===== src/rtl/dcc_pkg.sv =====
package dcc_pkg;
  localparam int MAX_BYTES = 4;

  typedef enum logic [1:0] {
    MODE_NORMAL    = 2'b00,
    MODE_SELFCAL   = 2'b01,
    MODE_SLEEP     = 2'b10,
    MODE_SLEEP_ALT = 2'b11
  } opMode_e;

  typedef enum logic [1:0] {
    REG_NONE,
    REG_DATA,
    REG_OFFSET,
    REG_GAIN
  } regSel_e;

  typedef struct packed {
    regSel_e              regSel;
    logic [MAX_BYTES-1:0] byteSel;
    logic                 clearData;
    logic                 resetCal;
    logic                 loadOut;
  } ctrlStrobe_t;
endpackage


===== src/rtl/dcc_ctrl.sv =====
module dcc_ctrl
  import dcc_pkg::*;
#(
  parameter int ADDR_W      = 4,
  parameter int NUM_BYTES   = 3,
  parameter int DATA_BASE   = 0,
  parameter int OFFSET_BASE = 4,
  parameter int GAIN_BASE   = 8
) (
  input  logic              clk,
  input  logic              rstN,
  input  logic              wrEn,
  input  logic [ADDR_W-1:0] wrAddr,
  input  logic              wrDone,
  input  logic [1:0]        modeSel,
  input  logic              clrData,
  input  logic              calRst,
  output ctrlStrobe_t       strb
);
  regSel_e              hitSel;
  logic [MAX_BYTES-1:0] hitByte;
  logic                 writeHit;
  logic                 touchedQ;
  logic                 prevNormalQ;
  logic                 loadQ;
  logic                 isNormal;
  logic                 enterNormal;
  logic                 cmdUpdate;

  // Byte address decode: each register occupies NUM_BYTES consecutive addresses.
  always_comb begin
    hitSel  = REG_NONE;
    hitByte = '0;
    for (int b = 0; b < NUM_BYTES; b++) begin
      if (wrAddr == ADDR_W'(DATA_BASE + b)) begin
        hitSel     = REG_DATA;
        hitByte[b] = 1'b1;
      end
      if (wrAddr == ADDR_W'(OFFSET_BASE + b)) begin
        hitSel     = REG_OFFSET;
        hitByte[b] = 1'b1;
      end
      if (wrAddr == ADDR_W'(GAIN_BASE + b)) begin
        hitSel     = REG_GAIN;
        hitByte[b] = 1'b1;
      end
    end
  end

  assign writeHit    = wrEn && (hitSel != REG_NONE);
  assign isNormal    = (opMode_e'(modeSel) == MODE_NORMAL);
  assign enterNormal = isNormal && !prevNormalQ;
  assign cmdUpdate   = wrDone && (touchedQ || writeHit);

  always_ff @(posedge clk or negedge rstN) begin
    if (!rstN) begin
      touchedQ    <= 1'b0;
      prevNormalQ <= 1'b0;
      loadQ       <= 1'b0;
    end else begin
      if (wrDone)        touchedQ <= 1'b0;
      else if (writeHit) touchedQ <= 1'b1;
      prevNormalQ <= isNormal;
      loadQ       <= isNormal && (cmdUpdate || clrData || calRst || enterNormal);
    end
  end

  always_comb begin
    strb.regSel    = wrEn ? hitSel : REG_NONE;
    strb.byteSel   = wrEn ? hitByte : '0;
    strb.clearData = clrData;
    strb.resetCal  = calRst;
    strb.loadOut   = loadQ;
  end

  // no output load is requested while the mode is not normal
  p_sleep_holds_r8: assert property (@(posedge clk) disable iff (!rstN)
    (modeSel != MODE_NORMAL) |=> !loadQ)
    else $error("p_sleep_holds_r8");

  // completion of a command that wrote a data byte requests a load
  p_done_loads_r7: assert property (@(posedge clk) disable iff (!rstN)
    (modeSel == MODE_NORMAL && wrDone && wrEn && wrAddr == ADDR_W'(DATA_BASE)) |=> loadQ)
    else $error("p_done_loads_r7");

  // entering normal mode requests a load
  p_entry_loads_r8: assert property (@(posedge clk) disable iff (!rstN)
    (modeSel == MODE_NORMAL && $past(modeSel) != MODE_NORMAL) |=> loadQ)
    else $error("p_entry_loads_r8");
endmodule


===== src/rtl/dcc_datapath.sv =====
module dcc_datapath
  import dcc_pkg::*;
#(
  parameter int NUM_BYTES = 3,
  parameter int BYTE_W    = 8,
  parameter int HI_RES    = 20,
  parameter int LO_RES    = 16
) (
  input  logic                        clk,
  input  logic                        rstN,
  input  ctrlStrobe_t                 strb,
  input  logic [BYTE_W-1:0]           wrByte,
  input  logic                        res20,
  input  logic                        fmtStraight,
  output logic [NUM_BYTES*BYTE_W-1:0] codeOut,
  output logic                        codeValid
);
  localparam int DATA_W = NUM_BYTES * BYTE_W;
  localparam logic [DATA_W-1:0] GAIN_UNITY = DATA_W'(1) << (DATA_W - 1);
  localparam logic [DATA_W-1:0] MAX_CODE   = {DATA_W{1'b1}};
  localparam logic [DATA_W-1:0] MASK_HI    = ~((DATA_W'(1) << (DATA_W - HI_RES)) - DATA_W'(1));
  localparam logic [DATA_W-1:0] MASK_LO    = ~((DATA_W'(1) << (DATA_W - LO_RES)) - DATA_W'(1));

  logic [BYTE_W-1:0]     dataLane [NUM_BYTES];
  logic [BYTE_W-1:0]     offLane  [NUM_BYTES];
  logic [BYTE_W-1:0]     gainLane [NUM_BYTES];
  logic [DATA_W-1:0]     dataVec;
  logic [DATA_W-1:0]     offVec;
  logic [DATA_W-1:0]     gainVec;
  logic [DATA_W-1:0]     truncCode;
  logic [DATA_W-1:0]     fmtCode;
  logic signed [DATA_W+1:0] sumWide;
  logic [DATA_W-1:0]     sumSat;
  logic [2*DATA_W-1:0]   prodWide;
  logic [DATA_W:0]       scaled;
  logic [DATA_W-1:0]     corrCode;

  // Register byte lanes; clear and calibration reset win over a same-cycle write.
  for (genvar b = 0; b < NUM_BYTES; b++) begin : g_lane
    always_ff @(posedge clk or negedge rstN) begin
      if (!rstN) begin
        dataLane[b] <= '0;
        offLane[b]  <= '0;
        gainLane[b] <= GAIN_UNITY[b*BYTE_W +: BYTE_W];
      end else begin
        if (strb.clearData)
          dataLane[b] <= '0;
        else if (strb.regSel == REG_DATA && strb.byteSel[b])
          dataLane[b] <= wrByte;

        if (strb.resetCal) begin
          offLane[b]  <= '0;
          gainLane[b] <= GAIN_UNITY[b*BYTE_W +: BYTE_W];
        end else begin
          if (strb.regSel == REG_OFFSET && strb.byteSel[b]) offLane[b]  <= wrByte;
          if (strb.regSel == REG_GAIN && strb.byteSel[b])   gainLane[b] <= wrByte;
        end
      end
    end
    assign dataVec[b*BYTE_W +: BYTE_W] = dataLane[b];
    assign offVec[b*BYTE_W +: BYTE_W]  = offLane[b];
    assign gainVec[b*BYTE_W +: BYTE_W] = gainLane[b];
  end

  if (NUM_BYTES < MAX_BYTES) begin : g_spare
    logic unusedByteSel;
    assign unusedByteSel = ^strb.byteSel[MAX_BYTES-1:NUM_BYTES];
  end

  // Correction chain: truncate, format, offset with clamp, gain with clamp.
  always_comb begin
    truncCode = dataVec & (res20 ? MASK_HI : MASK_LO);
    fmtCode   = fmtStraight ? truncCode : {~truncCode[DATA_W-1], truncCode[DATA_W-2:0]};
    sumWide   = $signed({2'b00, fmtCode}) + $signed({{2{offVec[DATA_W-1]}}, offVec});
    if (sumWide[DATA_W+1])   sumSat = '0;
    else if (sumWide[DATA_W]) sumSat = MAX_CODE;
    else                      sumSat = sumWide[DATA_W-1:0];
    prodWide = {{DATA_W{1'b0}}, sumSat} * {{DATA_W{1'b0}}, gainVec};
    scaled   = prodWide[2*DATA_W-1:DATA_W-1];
    corrCode = scaled[DATA_W] ? MAX_CODE : scaled[DATA_W-1:0];
  end

  always_ff @(posedge clk or negedge rstN) begin
    if (!rstN) begin
      codeOut   <= '0;
      codeValid <= 1'b0;
    end else if (strb.loadOut) begin
      codeOut   <= corrCode;
      codeValid <= (corrCode != codeOut);
    end else begin
      codeValid <= 1'b0;
    end
  end

  // the flag only accompanies a real change of the output
  p_valid_changes_r10: assert property (@(posedge clk) disable iff (!rstN)
    codeValid |-> (codeOut != $past(codeOut)))
    else $error("p_valid_changes_r10");

  // without a load request the output holds
  p_hold_r7: assert property (@(posedge clk) disable iff (!rstN)
    !strb.loadOut |=> $stable(codeOut))
    else $error("p_hold_r7");

  // clear empties the data word regardless of a concurrent write
  p_clear_r9: assert property (@(posedge clk) disable iff (!rstN)
    strb.clearData |=> (dataVec == '0))
    else $error("p_clear_r9");

  // calibration reset restores offset and unity gain
  p_calrst_r9: assert property (@(posedge clk) disable iff (!rstN)
    strb.resetCal |=> (offVec == '0 && gainVec == GAIN_UNITY))
    else $error("p_calrst_r9");
endmodule


===== src/rtl/dac_code_cal.sv =====
module dac_code_cal
  import dcc_pkg::*;
#(
  parameter int NUM_BYTES   = 3,
  parameter int BYTE_W      = 8,
  parameter int ADDR_W      = 4,
  parameter int HI_RES      = 20,
  parameter int LO_RES      = 16,
  parameter int DATA_BASE   = 0,
  parameter int OFFSET_BASE = 4,
  parameter int GAIN_BASE   = 8
) (
  input  logic                        clk,
  input  logic                        rstN,
  input  logic                        wrEn,
  input  logic [ADDR_W-1:0]           wrAddr,
  input  logic [BYTE_W-1:0]           wrByte,
  input  logic                        wrDone,
  input  logic [1:0]                  modeSel,
  input  logic                        res20,
  input  logic                        fmtStraight,
  input  logic                        clrData,
  input  logic                        calRst,
  output logic [NUM_BYTES*BYTE_W-1:0] codeOut,
  output logic                        codeValid
);
  ctrlStrobe_t strb;

  dcc_ctrl #(
    .ADDR_W(ADDR_W), .NUM_BYTES(NUM_BYTES), .DATA_BASE(DATA_BASE),
    .OFFSET_BASE(OFFSET_BASE), .GAIN_BASE(GAIN_BASE)
  ) u_ctrl (
    .clk(clk), .rstN(rstN), .wrEn(wrEn), .wrAddr(wrAddr), .wrDone(wrDone),
    .modeSel(modeSel), .clrData(clrData), .calRst(calRst), .strb(strb)
  );

  dcc_datapath #(
    .NUM_BYTES(NUM_BYTES), .BYTE_W(BYTE_W), .HI_RES(HI_RES), .LO_RES(LO_RES)
  ) u_dp (
    .clk(clk), .rstN(rstN), .strb(strb), .wrByte(wrByte), .res20(res20),
    .fmtStraight(fmtStraight), .codeOut(codeOut), .codeValid(codeValid)
  );
endmodule


===== config.mk =====
export PLATFORM = sky130hd
export DESIGN_NAME = dac_code_cal
export DESIGN_NICKNAME = d
export VERILOG_FILES = /design/src/rtl/dcc_pkg.sv /design/src/rtl/dcc_ctrl.sv /design/src/rtl/dcc_datapath.sv /design/src/rtl/dac_code_cal.sv
export SDC_FILE = /design/constraint.sdc
export NUM_CORES = 2
export LEC_CHECK = 0
export BUFFER_PORTS_ARGS = -buffer_cell sky130_fd_sc_hd__buf_2
export CAP_MARGIN = 20
export CORE_MARGIN = 2
export CORE_UTILIZATION = 35
export CTS_CLUSTER_DIAMETER = 50
export DETAILED_ROUTE_END_ITERATION = 16
export GPL_TIMING_DRIVEN = 0
export HOLD_SLACK_MARGIN = 0.02
export PLACE_DENSITY = 0.5
export SYNTH_ARGS = -nofsm -noshare
export SYNTH_HDL_FRONTEND = slang
export SYNTH_SLANG_ARGS = --single-unit
export TNS_END_PERCENT = 50

===== constraint.sdc =====
create_clock -name clk -period 10.3 [get_ports clk]
set_clock_uncertainty 0.05 [all_clocks]
set_input_delay 2.06 -clock clk [delete_from_list [all_inputs] [get_ports clk]]
set_output_delay 2.06 -clock clk [all_outputs]
set_load 0.05 [all_outputs]

==> out/metrics.cfg <==
[critical_path]
worst_path_most_repeated_cell=fa_1
cpPeakStageDelay_ns=0.57
crit_arrival_ns=11.90
crit_start=res20
critPathTopFamily=adder cells
worstSetupPathType=in2reg
critPathLaunchType=primary input
timing.rr.start=u_dp.dataLane[20]
cp-end-kind=flop
worstPathRequired_ns=10.47
cp_num_buf_inv=13
path_max_fanout=7
crit_path_top_delay_cell=fa_2

[cells_and_area]
fillers=6918
final_core_util_pct=43.1
fin_nets=3763
seq_area_um2=2400
instances_no_fill=4013
multi_input_area_um2=21000
area_delta_synth_final_pct=22.2
antenna_cells=0
drive_gt1_share_pct=17.1

[power]
netSwitchingFraction_pct=38.2
power_density_nw_per_um2=40.3
p_int_uw=753
p_leak_uw=0.0147
pwr-share-clk_pct=29.1
p_total_uw=1220
combPwrFrac_pct=36.3
ir_worst_vdd_mv=0.103
seqPwrFrac_pct=34.6
p_switching_uw=465

[hold_path]
hold_class=reg2reg
hp-start=u_ctrl.touchedQ

[drt]
wire_per_inst_um=22.1
ant_nets=0
drtIter0Drc=1328
drc=0
viasPerCell=5.14
wirelength_um=88500
first_pass_iters=6
via_count=20600

[timing]
fin_ws_ns=-1.43
setup_viol=25
finalMaxSlewViolations=0
worst_pin_slew_ns=1.04
hold_violations=0
fin_crit_ns=11.73
rsz0062_at_grt=yes
fin_crit_sh_pct=114
tns_ns=-20.74
timing.fmax_mhz=85.2
slew-limit-headroom_pct=30.7

[cts]
clkTransAtPathRegs_ns=0.08
cts_tree=done
hold_buffers=0
cts-root-buf=clkbuf_16
htreeDepth=3
clk_latency_ns=0.36
numCtsBuffers=9
clk_path_buf_depth=2
cts_sinks=96

[global_route]
track_usage_pct=24.6
grt_max_degree=50
antenna_found_initial=2
grt_pass1_wl_um=136000
overflow=0
first_global_vias=22000

[floorplan]
floorplan.initialDensity_pct=35.3
die_area_um2=72800
io_pins=47
core_area_um2=70000
die-height_um=270
num_rows=97
die_x_um=270

[synthesis]
synth_top_area_share_pct=39.0
synth_seq_cells=96
yosys_warnings=0
synth_edf_count=0
synth_most_common_cell=inv_1
yosysUniqueCellTypes=72
syn_nets=3535
ys_seq_area_share_pct=9.72
synth_flop_cell=dfrtp_1
synth_area_um2=24700
syn_avg_cell_area_um2=8.70
synth_top_area_cell=fa_1
netlist_top_cells_count=inv_1, fa_1, nand2_1, and2_1, ha_1
synthCells=2840
synth-async-reset-ratio_pct=100
synthTopCellsByArea=fa_1, ha_1, dfrtp_1

[placement]
portBuffers=38
pre_cts_ws_ns=-3.64
place_inst=3822
dp_hpwl_um=70600
routabilityCongestion=0.936

[run_status]
violations=setup timing
status=complete, but fails checks

[job]
max_cap_violations=0

repair_timing:
item / in CTS / in global routing
endpoints found under the hold margin: 0 / 0
gates resized for setup: 220 / 188
cloned: 2 / 2
pin swaps: 80 / 106
endpoints found under the setup margin: 25 / 25
setup buffers: 96 / 80
flip-flops by register name, summed over array words and instances, names as in the netlist:
signal and count:
u_ctrl.touchedQ 1, u_dp.offLane 24, u_dp.gainLane 24, u_dp.codeOut 24, u_dp.codeValid 1, u_ctrl.loadQ 1
u_dp.dataLane 20, u_ctrl.prevNormalQ 1
routing by layer:
layer	vias up	track usage [%]	wire length, um
met5	-	0	0
met1	10700	33.3	38300
met2	655	41.2	41800
li1	9152	-	-
met4	0	7.92	3630
met3	145	2.63	4740
worst min-delay path: stages (launching register included):
cell and delay [ns]:
dfrtp_1 0.33, a21oi_1 0.05, nor2_1 0.08
power groups by stage:
stage | registers [uW] | clock network [uW] | logic (uW)
2_1_floorplan | 468 | 0 | 170
3_3_place_gp | 426 | 0 | 344
3_5_place_dp | 427 | 0 | 349
4_1_cts | 420 | 363 | 401
5_1_grt | 425 | 380 | 466
6_report | 422 | 355 | 442
final cells by class:
| cell class | instances | area share, % |
|---|---|---|
| plain buffers | 140 | 4.07 |
| clock buffers | 10 | 0.758 |
| clock inverters | 6 | 0.249 |
| inverters | 567 | 7.05 |
| multi-input cells | 2034 | 69.6 |
| flip-flops and latches | 96 | 7.96 |
| well taps | 940 | 3.89 |
| repair buffers | 220 | 6.40 |
through the flow:
| step | hold slack, ns | instance area, um^2 |
|---|---|---|
| CTS | 0.449 | 28800 |
| global route | 0.465 | 30200 |
| detailed placement | 0.429 | 26700 |
| global placement | 0.408 | 26600 |
| floorplan | 0.357 | 25300 |
| finish | 0.446 | 30200 |
final timing paths:
kind | end | slack, ns | cells after the start
setup reg to reg | u_dp.codeValid | -0.01 | 43
max in group asynchronous | u_dp.gainLane[7] | 7.82 | 2
min in group asynchronous | u_dp.dataLane[14] | 1.66 | 1
setup / recovery | u_dp.codeValid | -1.43 | 44
hold reg to reg | u_ctrl.touchedQ | 0.45 | 2
hold / removal | u_ctrl.touchedQ | 0.45 | 2
cell families (layout without fill, tap and decap cells):
group                      count (synthesis)  after routing  synth area share [%]
muxes                                     71             71                  2.89
buffers and inverters                    712            943                  10.9
AOI/OAI and AO/OA                        309            309                  8.05
xor gates and xnor gates                  48             49                  1.76
DFF                                       96             96                  9.72
adders and majority gates                673            673                  48.7
and+or+nand+nor                          931            932                  18.0
cell usage in the layout (no fill, tap or decap), types with 22 or more instances in the layout:
master     instances
o21ai_0           30
a21oi_4           29
dfrtp_1           95
nand2_1          371
fa_2              25
fa_1             457
nand4_1           29
buf_2             37
mux2i_1           69
buf_12            25
a21oi_1           71
and2_1           255
buf_4            141
inv_1            546
clkbuf_16         25
buf_6             28
clkbuf_1          82
ha_1             175
nor2_1           137
xnor2_1           25
nand3_1           22
(Power assumes the default switching activity.)
